[src/rtl/dma_cmd_pkg.sv]
package dma_cmd_pkg;
  localparam int unsigned CMD_W = 7;

  typedef struct packed {
    logic [1:0] id;
    logic [1:0] md;
    logic [2:0] sz;
  } cmd_t;

  typedef enum logic [2:0] {
    ACT_NONE,
    ACT_HS,
    ACT_END,
    ACT_CLR,
    ACT_QUEUE,
    ACT_BAD
  } act_e;
endpackage

[src/rtl/dma_cmd_decode.sv]
module dma_cmd_decode
  import dma_cmd_pkg::*;
(
  input  logic             valid_i,
  input  logic [CMD_W-1:0] cmd_i,
  output act_e             act_o,
  output logic [1:0]       ch_o
);
  cmd_t c;
  assign c    = cmd_t'(cmd_i);
  assign ch_o = c.id;

  always_comb begin
    act_o = ACT_NONE;
    if (valid_i) begin
      if (c.id != 2'b00)                                  act_o = ACT_QUEUE;
      else if (c.md == 2'b00 && c.sz != 3'b101 && c.sz != 3'b110) act_o = ACT_HS;
      else if (c.md == 2'b10 && c.sz == 3'b110)           act_o = ACT_CLR;
      else if (c.md != 2'b00 && c.sz == 3'b111)           act_o = ACT_END;
      else                                                act_o = ACT_BAD;
    end
  end
endmodule

[src/rtl/dma_req_queue.sv]
module dma_req_queue #(
  parameter int unsigned DEPTH = 4,
  localparam int unsigned CW = $clog2(DEPTH + 1)
) (
  input  logic          clk_i,
  input  logic          rst_ni,
  input  logic          push_i,
  input  logic          pop_i,
  input  logic          flush_i,
  output logic          full_o,
  output logic          nonempty_o
);
  logic [CW-1:0] cnt_q;

  assign full_o     = (cnt_q == CW'(DEPTH));
  assign nonempty_o = (cnt_q != '0);

  always_ff @(posedge clk_i or negedge rst_ni) begin
    if (!rst_ni)          cnt_q <= '0;
    else if (flush_i)     cnt_q <= '0;
    else begin
      case ({push_i && !full_o, pop_i && nonempty_o})
        2'b10:   cnt_q <= cnt_q + 1'b1;
        2'b01:   cnt_q <= cnt_q - 1'b1;
        default: cnt_q <= cnt_q;
      endcase
    end
  end

  a_r2_no_overflow: assert property (@(posedge clk_i) disable iff (!rst_ni)
    cnt_q <= CW'(DEPTH));
  a_r2_full_drop: assert property (@(posedge clk_i) disable iff (!rst_ni)
    full_o && push_i && !pop_i && !flush_i |=> full_o);
  a_r7_flush_empty: assert property (@(posedge clk_i) disable iff (!rst_ni)
    flush_i |=> !nonempty_o);
endmodule

[src/rtl/dma_grant_ctl.sv]
module dma_grant_ctl #(
  parameter int unsigned TCPW = 4
) (
  input  logic            clk_i,
  input  logic            rst_ni,
  input  logic            bus_req_i,
  input  logic            arb_idle_i,
  input  logic            row_miss_i,
  input  logic [TCPW-1:0] tcp_i,
  output logic            grant_o,
  output logic            proto_err_o
);
  logic            pend_q, err_q;
  logic [TCPW-1:0] gcnt_q, len;
  logic            start;

  assign grant_o     = (gcnt_q != '0);
  assign proto_err_o = err_q;
  assign start       = pend_q && arb_idle_i && !grant_o;
  assign len         = (row_miss_i && tcp_i != '0) ? tcp_i : TCPW'(1);

  always_ff @(posedge clk_i or negedge rst_ni) begin
    if (!rst_ni) begin
      pend_q <= 1'b0;
      err_q  <= 1'b0;
      gcnt_q <= '0;
    end else begin
      if (bus_req_i && pend_q) err_q <= 1'b1;
      if (start)               pend_q <= 1'b0;
      else if (bus_req_i)      pend_q <= 1'b1;
      if (start)               gcnt_q <= len;
      else if (grant_o)        gcnt_q <= gcnt_q - 1'b1;
    end
  end

  a_r9_single_grant: assert property (@(posedge clk_i) disable iff (!rst_ni)
    start && !row_miss_i |=> grant_o ##1 !grant_o);
  a_r11_sticky_err: assert property (@(posedge clk_i) disable iff (!rst_ni)
    proto_err_o |=> proto_err_o);
  a_r11_err_on_double: assert property (@(posedge clk_i) disable iff (!rst_ni)
    pend_q && bus_req_i |=> proto_err_o);
endmodule

[src/rtl/dma_cmd_front.sv]
module dma_cmd_front
  import dma_cmd_pkg::*;
#(
  parameter int unsigned QDEPTH = 4,
  parameter int unsigned TCPW   = 4
) (
  input  logic            clk_i,
  input  logic            rst_ni,
  input  logic            cmd_valid_i,
  input  logic [6:0]      cmd_i,
  input  logic            ch0_busy_i,
  input  logic            ch0_edge_burst_i,
  input  logic            ch0_en_set_i,
  input  logic            ch0_ack_i,
  input  logic            freeze_i,
  input  logic            srv_ready_i,
  input  logic            bus_req_i,
  input  logic            arb_idle_i,
  input  logic            row_miss_i,
  input  logic [TCPW-1:0] tcp_i,
  output logic            ch0_en_o,
  output logic            ch0_req_o,
  output logic            frozen_o,
  output logic            illegal_o,
  output logic [2:0]      q_full_o,
  output logic            srv_valid_o,
  output logic [1:0]      srv_ch_o,
  output logic            grant_o,
  output logic            proto_err_o
);
  localparam int unsigned NQ = 3;

  act_e       act;
  logic [1:0] cmd_ch;
  logic [NQ-1:0] nonempty;
  logic en_q, req_q, frz_q, bad_q;
  logic hs_ok, end_ok;

  dma_cmd_decode u_dec (
    .valid_i (cmd_valid_i),
    .cmd_i   (cmd_i),
    .act_o   (act),
    .ch_o    (cmd_ch)
  );

  for (genvar g = 0; g < NQ; g++) begin : g_q
    dma_req_queue #(.DEPTH(QDEPTH)) u_q (
      .clk_i      (clk_i),
      .rst_ni     (rst_ni),
      .push_i     (act == ACT_QUEUE && cmd_ch == 2'(g + 1)),
      .pop_i      (srv_ready_i && srv_valid_o && srv_ch_o == 2'(g + 1)),
      .flush_i    (act == ACT_CLR),
      .full_o     (q_full_o[g]),
      .nonempty_o (nonempty[g])
    );
  end

  always_comb begin
    srv_ch_o = 2'd0;
    for (int i = NQ - 1; i >= 0; i--)
      if (nonempty[i]) srv_ch_o = 2'(i + 1);
  end
  assign srv_valid_o = |nonempty;

  assign hs_ok  = (act == ACT_HS) && en_q && !ch0_busy_i;
  assign end_ok = (act == ACT_END) && !(ch0_edge_burst_i && ch0_busy_i);

  always_ff @(posedge clk_i or negedge rst_ni) begin
    if (!rst_ni) begin
      en_q  <= 1'b0;
      req_q <= 1'b0;
      frz_q <= 1'b0;
      bad_q <= 1'b0;
    end else begin
      if (end_ok)            en_q <= 1'b0;
      else if (ch0_en_set_i) en_q <= 1'b1;
      if (act == ACT_CLR)    req_q <= 1'b0;
      else if (hs_ok)        req_q <= 1'b1;
      else if (ch0_ack_i)    req_q <= 1'b0;
      if (act == ACT_CLR)    frz_q <= 1'b0;
      else if (freeze_i)     frz_q <= 1'b1;
      if (act == ACT_BAD)    bad_q <= 1'b1;
    end
  end

  assign ch0_en_o  = en_q;
  assign ch0_req_o = req_q;
  assign frozen_o  = frz_q;
  assign illegal_o = bad_q;

  dma_grant_ctl #(.TCPW(TCPW)) u_gnt (
    .clk_i       (clk_i),
    .rst_ni      (rst_ni),
    .bus_req_i   (bus_req_i),
    .arb_idle_i  (arb_idle_i),
    .row_miss_i  (row_miss_i),
    .tcp_i       (tcp_i),
    .grant_o     (grant_o),
    .proto_err_o (proto_err_o)
  );

  a_r4_busy_drop: assert property (@(posedge clk_i) disable iff (!rst_ni)
    !ch0_req_o && ch0_busy_i && !ch0_ack_i |=> !ch0_req_o);
  a_r6_no_cmd_restart: assert property (@(posedge clk_i) disable iff (!rst_ni)
    !ch0_en_o && !ch0_en_set_i |=> !ch0_en_o);
  a_r5_end_refused: assert property (@(posedge clk_i) disable iff (!rst_ni)
    ch0_en_o && ch0_edge_burst_i && ch0_busy_i |=> ch0_en_o);
  a_r3_srv_onehot: assert property (@(posedge clk_i) disable iff (!rst_ni)
    srv_valid_o |-> srv_ch_o != 2'd0);
endmodule

[config.mk]
export PLATFORM = sky130hd
export DESIGN_NAME = dma_cmd_front
export DESIGN_NICKNAME = d
export VERILOG_FILES = /design/src/rtl/dma_cmd_pkg.sv /design/src/rtl/dma_cmd_decode.sv /design/src/rtl/dma_req_queue.sv /design/src/rtl/dma_grant_ctl.sv /design/src/rtl/dma_cmd_front.sv
export SDC_FILE = /design/constraint.sdc
export NUM_CORES = 1
export LEC_CHECK = 0
export ABC_CLOCK_PERIOD_IN_PS = 3000
export BUFFER_PORTS_ARGS = -buffer_cell sky130_fd_sc_hd__buf_2
export CORE_MARGIN = 5
export CORE_UTILIZATION = 45
export DETAILED_ROUTE_END_ITERATION = 7
export PLACE_DENSITY = 0.68
export SYNTH_ARGS = -nofsm -noshare
export SYNTH_HDL_FRONTEND = slang
export SYNTH_HIERARCHICAL = 1
export SYNTH_SLANG_ARGS = --single-unit
[constraint.sdc]
create_clock -name clk_i -period 3 [get_ports clk_i]
set_input_delay 0.75 -clock clk_i [delete_from_list [all_inputs] [get_ports clk_i]]
set_output_delay 0.75 -clock clk_i [all_outputs]
set_load 0.03 [all_outputs]
==> results.json, run 1 <==
{
  "drt-initial-drc-count": 61,
  "path_delay_family": "compound AO/OA/AOI/OAI gates",
  "ys_types": 46,
  "avgSynthCellArea_um2": 8.758,
  "numClockSinks": 19,
  "post_drt_via_cell_ratio": 5.430,
  "rows": 22,
  "fin_crit_ps": 2953,
  "cts.clk_slew.worst_paths_ps": 70,
  "synth-simple-area-share_pct": 28.28,
  "gr-total-overflow": 0,
  "skew_ps": 2.393,
  "cts_buffers": 3,
  "power_density_nw_per_um2": 794.8,
  "synth.top_cells.by_area": "dfrtp_1 28%, a2111oi_2 5.3%, buf_6 4.0%",
  "seqPwrFrac_pct": 31.4,
  "final_net_count": 260,
  "grt_setup_unrepaired": "yes",
  "synth_area_um2": 1690,
  "htree_levels": 1,
  "max_slew.worst_pin.slew_ps": 469.3,
  "grt_use_total_pct": 14.24,
  "crit_buf_inv": 1,
  "synthFlopType": "dfrtp_1",
  "cpMaxStageDelayCell": "fa_2",
  "ys_async_sr_fraction_pct": 100.0,
  "start_util_pct": 46.17,
  "nFillCells": 364,
  "die_y_um": 71.29,
  "root_buffer": "clkbuf_8",
  "diodes": 0,
  "portBuffers": 34,
  "dp.cells": 274,
  "end_kind": "flip-flop",
  "place_hpwl_um": 2744,
  "synth_fa_ha_area_share_pct": 5.033,
  "ys_seq_area_share_pct": 28.13,
  "ff2ff_setup_slack_ps": 440,
  "cp.depth": 11,
  "synth_compound_area_share_pct": 26.05,
  "synth-edff-count": 0,
  "intPower_mw": 0.8662,
  "cts_tree": "built",
  "synth_xor_area_share_pct": 1.554,
  "slew_viol_final": 0,
  "grt_pass1_wl_um": 6085,
  "maxSlewHeadroom_pct": 68.47,
  "critPathMaxStageDelay_ps": 590,
  "rr_startpoint": "g_q[0].u_q/cnt_q[2]",
  "synthMuxAreaShare_pct": 1.184,
  "r2r_end": "g_q[0].u_q/cnt_q[1]",
  "ys_top_cells_by_count": "19 x dfrtp_1, 16 x nand2_1, 16 x nor2_1",
  "hold_violations": 0,
  "min_path_type": "primary input to async pin",
  "area_delta_synth_final_pct": 19.91,
  "fp.coreArea_um2": 3661,
  "pin_count": 35,
  "grt_start_max_net_pins": 20,
  "yosysMostFrequentCell": "dfrtp_1",
  "drc_errors": 0,
  "switching_power_mw": 0.7449,
  "leakagePower_nw": 0.8910,
  "wl_um": 3592,
  "antenna_found_initial": 0,
  "gp_congestion": 0.8070,
  "reg2regPathDepth": 6,
  "worstPathRequired_ps": 3150,
  "synth_top_area_share_pct": 28.13,
  "critPathKind": "primary input to flip-flop",
  "die_width_um": 71.29,
  "ys_warn_count": 6,
  "clk_latency_ps": 260,
  "crit_top_cell": "and3_4",
  "tns_ps": 0,
  "hold_buffers": 0,
  "period_share_pct": 98.42,
  "synthCells": 193,
  "vias": 1515,
  "first_pass_iters": 4,
  "syn_nets": 221,
  "p_sw_share_pct": 46.24,
  "path_max_fanout": 3,
  "ir_drop_mv": 0.3605,
  "p_comb_share_pct": 57.2,
  "wl_per_cell_um": 12.87,
  "p_clk_share_pct": 11.4,
  "crit_start": "cmd_i[0]",
  "maxCapViolations": 0,
  "cp.arrival_ps": 3110,
  "finalSetupViolCount": 0,
  "crit_path_cell_trace": "buf_6 -> and3_4 -> a211oi_2 -> o31a_1 -> nor3b_4 -> and3_4 -> o21a_1 -> and3b_1 -> fa_2 -> o22ai_2 -> a2111oi_4",
  "cts_buffer_depth": 2,
  "cp-start-kind": "primary input",
  "grt_pass1_vias": 1398,
  "fmax_mhz": 338.7,
  "yosysTopAreaCell": "dfrtp_1",
  "instances_no_fill": 279,
  "endpoint": "g_q[2].u_q/cnt_q[1]",
  "dieArea_um2": 5082,
  "status": "completed",
  "synth_top_family_by_area": "simple AND/OR/NAND/NOR gates",
  "ys_seq_elements": 19,
  "ant_nets": 0,
  "drive_gt1_share_pct": 33.77
}
==> sequential cells by signal, summed over array words and instances (netlist names) <==
register           count
g_q.u_q/cnt_q          9
u_gnt/gcnt_q           4
ch0_en_o               1
ch0_req_o              1
frozen_o               1
illegal_o              1
u_gnt/pend_q           1
u_gnt/proto_err_o      1
==> timing repair <==
action	CTS	global route
resized for setup	0	10
endpoints found under the setup margin	0	5
setup buffers	0	1
==> how the worst min path moves through the flow <==
| stage | start | end | slack (ps) | cells after the start |
|---|---|---|---|---|
| floorplan | rst_ni | ch0_en_o | 450 | 0 |
| global placement | u_gnt/proto_err_o | u_gnt/proto_err_o | 430 | 1 |
| detailed placement | u_gnt/proto_err_o | u_gnt/proto_err_o | 440 | 1 |
| CTS | rst_ni | g_q[0].u_q/cnt_q[2] | 440 | 1 |
| global route | rst_ni | g_q[0].u_q/cnt_q[2] | 460 | 1 |
| finish | rst_ni | u_gnt/pend_q | 430 | 1 |
==> logic make-up (layout without fill, tap and decap cells) <==
logic type | Yosys count | count (layout)
compound gates | 55 | 55
xor+xnor | 3 | 3
fa+ha+maj | 5 | 5
buf+inv | 28 | 66
flops | 19 | 19
mux | 2 | 2
simple gates | 81 | 81
==> layer usage <==
layer	global-route usage [%]	wire, um	vias up
met5	0	0	-
met4	2.505	24	0
met3	3.226	206	2
met2	24.69	1744	34
met1	18.27	1617	705
li1	-	-	774
==> layout make-up <==
cell class	instances	area [um2]	area share, %
clock buffer	3	41.29	2.037
clock inverter	1	5.005	0.2469
inverter	14	52.55	2.593
multi-input combinational	146	1099	54.20
sequential	19	475.5	23.46
tap	48	60.06	2.963
timing repair buffer	48	294.0	14.51
==> placed cells by master (no fill, tap or decap), types with 5 or more instances in the layout <==
cell type,count
a2111oi_2,5
a21o_1,5
a21oi_1,8
a31oi_1,5
and3_4,5
and3b_1,5
buf_2,31
buf_4,14
dfrtp_1,19
inv_1,14
nand2_1,16
nand2b_1,5
nor2_1,16
nor3_1,7
o22ai_1,6
or3_1,5
==> power groups by stage <==
| stage | Clock [mW] | Combinational [mW] | Sequential, mW |
|---|---|---|---|
| 2_1_floorplan | 0 | 0.805 | 0.439 |
| 3_3_place_gp | 0 | 0.866 | 0.510 |
| 3_5_place_dp | 0 | 0.890 | 0.510 |
| 4_1_cts | 0.192 | 0.890 | 0.507 |
| 5_1_grt | 0.204 | 1.03 | 0.529 |
| 6_report | 0.184 | 0.921 | 0.506 |
==> stage by stage <==
stage | setup slack [ps] | util [%] | total power, mW | hold WS (ps) | cell area, um2
floorplan | -68.96 | - | 1.244 | 454.4 | 1700
global placement | -181.6 | 52.32 | 1.376 | 433.4 | 1916
detailed placement | -225.5 | 52.32 | 1.400 | 439.0 | 1916
CTS | 44.11 | 53.59 | 1.589 | 441.6 | 1962
global route | -121.3 | 55.37 | 1.760 | 460.5 | 2027
finish | 47.37 | 55.37 | 1.611 | 431.2 | 2027
No activity file was read; power rests on OpenSTA's default activity.
==> run 2, diff against run 1 <==
--- a/config.mk
+++ b/config.mk
@@ -7,3 +7,3 @@
 export LEC_CHECK = 0
-export ABC_CLOCK_PERIOD_IN_PS = 3000
+export ABC_CLOCK_PERIOD_IN_PS = 2850
 export BUFFER_PORTS_ARGS = -buffer_cell sky130_fd_sc_hd__buf_2
==> constraint.sdc (replaced) <==
create_clock -name clk_i -period 2.85 [get_ports clk_i]
set_input_delay 0.57 -clock clk_i [delete_from_list [all_inputs] [get_ports clk_i]]
set_output_delay 0.57 -clock clk_i [all_outputs]
set_load 0.03 [all_outputs]
==> run 2 against run 1 <==
Against the previous run:
- die area unchanged
- worst hold slack got worse by 190 ps
- critical endpoint unchanged
- combinational power increased by 13%
- non-clock buffer count grew 4
- final cell count grew 1.4%
==> results.json, run 2 (synthesis results as in run 1) <==
{
  "dieArea_um2": 5082,
  "period_share_pct": 97.38,
  "fin_util_pct": 55.95,
  "cts_buffer_depth": 2,
  "post_drt_via_cell_ratio": 5.502,
  "finalSetupViolCount": 0,
  "fin_crit_ps": 2775,
  "post-place-ws_ps": -238.3,
  "pin_count": 35,
  "drc_errors": 0,
  "cpMaxStageDelayCell": "fa_2",
  "grt_setup_unrepaired": "yes",
  "maxCapViolations": 0,
  "max_slew.worst_pin.slew_ps": 453.8,
  "nFillCells": 348,
  "regMostFlops": "g_q.u_q/cnt_q",
  "ir_drop_mv": 0.3883,
  "start_util_pct": 46.17,
  "place_hpwl_um": 2757,
  "antenna_found_initial": 0,
  "end_kind": "flip-flop",
  "clk_latency_ps": 260,
  "final_cell_mix": "29 x buf_2, 19 x dfrtp_1, 19 x buf_4",
  "grt_use_total_pct": 14.65,
  "hold_violations": 0,
  "gr-total-overflow": 0,
  "die_width_um": 71.29,
  "slew_viol_final": 0,
  "hold_buffers": 0,
  "status": "completed",
  "critPathMaxStageDelay_ps": 610,
  "rows": 22,
  "die_y_um": 71.29,
  "critPathKind": "primary input to flip-flop",
  "leakagePower_nw": 0.9107,
  "min_path_type": "primary input to async pin",
  "gp_congestion": 0.7714,
  "skew_ps": 2.777,
  "cts_buffers": 3,
  "root_buffer": "clkbuf_8",
  "cp-start-kind": "primary input",
  "diodes": 0,
  "fp.coreArea_um2": 3661,
  "crit_top_cell": "and3_4",
  "final_net_count": 264,
  "first_pass_iters": 4,
  "portBuffers": 34,
  "cts_tree": "built",
  "grt_pass1_wl_um": 6216,
  "path_max_fanout": 3,
  "area_delta_synth_final_pct": 21.17,
  "cp.arrival_ps": 2930,
  "drive_gt1_share_pct": 34.47,
  "ant_nets": 0,
  "whs_ps": 241.4,
  "final_common_cell": "buf_2",
  "wl_um": 3660,
  "grt_pass1_vias": 1424,
  "vias": 1557,
  "grt_start_max_net_pins": 20,
  "numClockSinks": 19,
  "maxSlewHeadroom_pct": 69.51,
  "wl_per_cell_um": 12.93,
  "drt-initial-drc-count": 63,
  "fmax_mhz": 360.3,
  "htree_levels": 1,
  "worstPathRequired_ps": 3010,
  "power_density_nw_per_um2": 841.5,
  "fin_ws_ps": 74.79,
  "largest_reg_flops": 9,
  "top_regs": "g_q.u_q/cnt_q: 9 flops, u_gnt/gcnt_q: 4 flops",
  "crit_path_cell_trace": "buf_6 -> and3_4 -> a211oi_2 -> o31a_1 -> nor3b_4 -> and3_4 -> o21a_1 -> and3b_1 -> fa_2 -> nor3b_1 -> a2111oi_2",
  "cts.clk_slew.worst_paths_ps": 80
}
-- run 2: critical path: cells and delay by family --
| kind | cells | cell delay [ps] |
|---|---|---|
| AND/OR/NAND/NOR | 5 | 860 |
| AO/OA/AOI/OAI | 4 | 810 |
| adder cells (fa/ha/maj) | 1 | 610 |
| buffers and inverters | 1 | 100 |
-- run 2: worst paths after layout --
kind | from | endpoint | slack (ps) | depth (start not counted)
setup / recovery | cmd_i[0] | g_q[2].u_q/cnt_q[1] | 70 | 11
min in group clk_i | u_gnt/proto_err_o | u_gnt/proto_err_o | 460 | 1
hold reg to reg | u_gnt/proto_err_o | u_gnt/proto_err_o | 460 | 1
hold / removal | rst_ni | g_q[0].u_q/cnt_q[2] | 240 | 1
max in group asynchronous | rst_ni | g_q[1].u_q/cnt_q[1] | 2300 | 1
setup reg to reg | g_q[0].u_q/cnt_q[2] | g_q[2].u_q/cnt_q[1] | 480 | 6
-- run 2: report_power, final --
group / total [mW] / switching (mW) / leakage, nW / internal [mW]
Sequential: 0.488 / 0.119 / 0.211 / 0.369
Combinational: 1.04 / 0.564 / 0.674 / 0.472
Clock: 0.200 / 0.102 / 0.0255 / 0.0975
-- run 2: layout make-up --
| cell class | count | area (um2) | share of cell area, % |
|---|---|---|---|
| well taps | 48 | 60.06 | 2.932 |
| clock inverters | 1 | 5.005 | 0.2443 |
| repair buffers | 52 | 332.8 | 16.25 |
| inverters | 14 | 52.55 | 2.566 |
| flip-flops and latches | 19 | 475.5 | 23.21 |
| multi-input cells | 146 | 1081 | 52.78 |
| clock buffers | 3 | 41.29 | 2.016 |
-- run 2: metal layers --
metal | up-vias | routed length (um) | part of all wire, % | track usage, %
met5 | - | 0 | 0 | 0
met3 | 3 | 212 | 5.8 | 3.647
met2 | 40 | 1719 | 47 | 24.08
met4 | 0 | 16 | 0.44 | 2.923
li1 | 784 | - | - | -
met1 | 730 | 1711 | 47 | 19.58
-- run 2: per-stage QoR --
step                power [mW]  std cells  cell area, um2  setup TNS [ps]
floorplan                1.309        193            1700          -66.10
global placement         1.487        278            1946          -457.3
detailed placement       1.508        278            1946          -772.4
CTS                      1.711        282            1992               0
global route             1.884        283            2048          -205.6
finish                   1.723        283            2048               0
-- run 2: what timing repair did --
item	in CTS	in global routing
setup endpoints to repair	0	3
resized for setup	0	10
buffers inserted	0	1
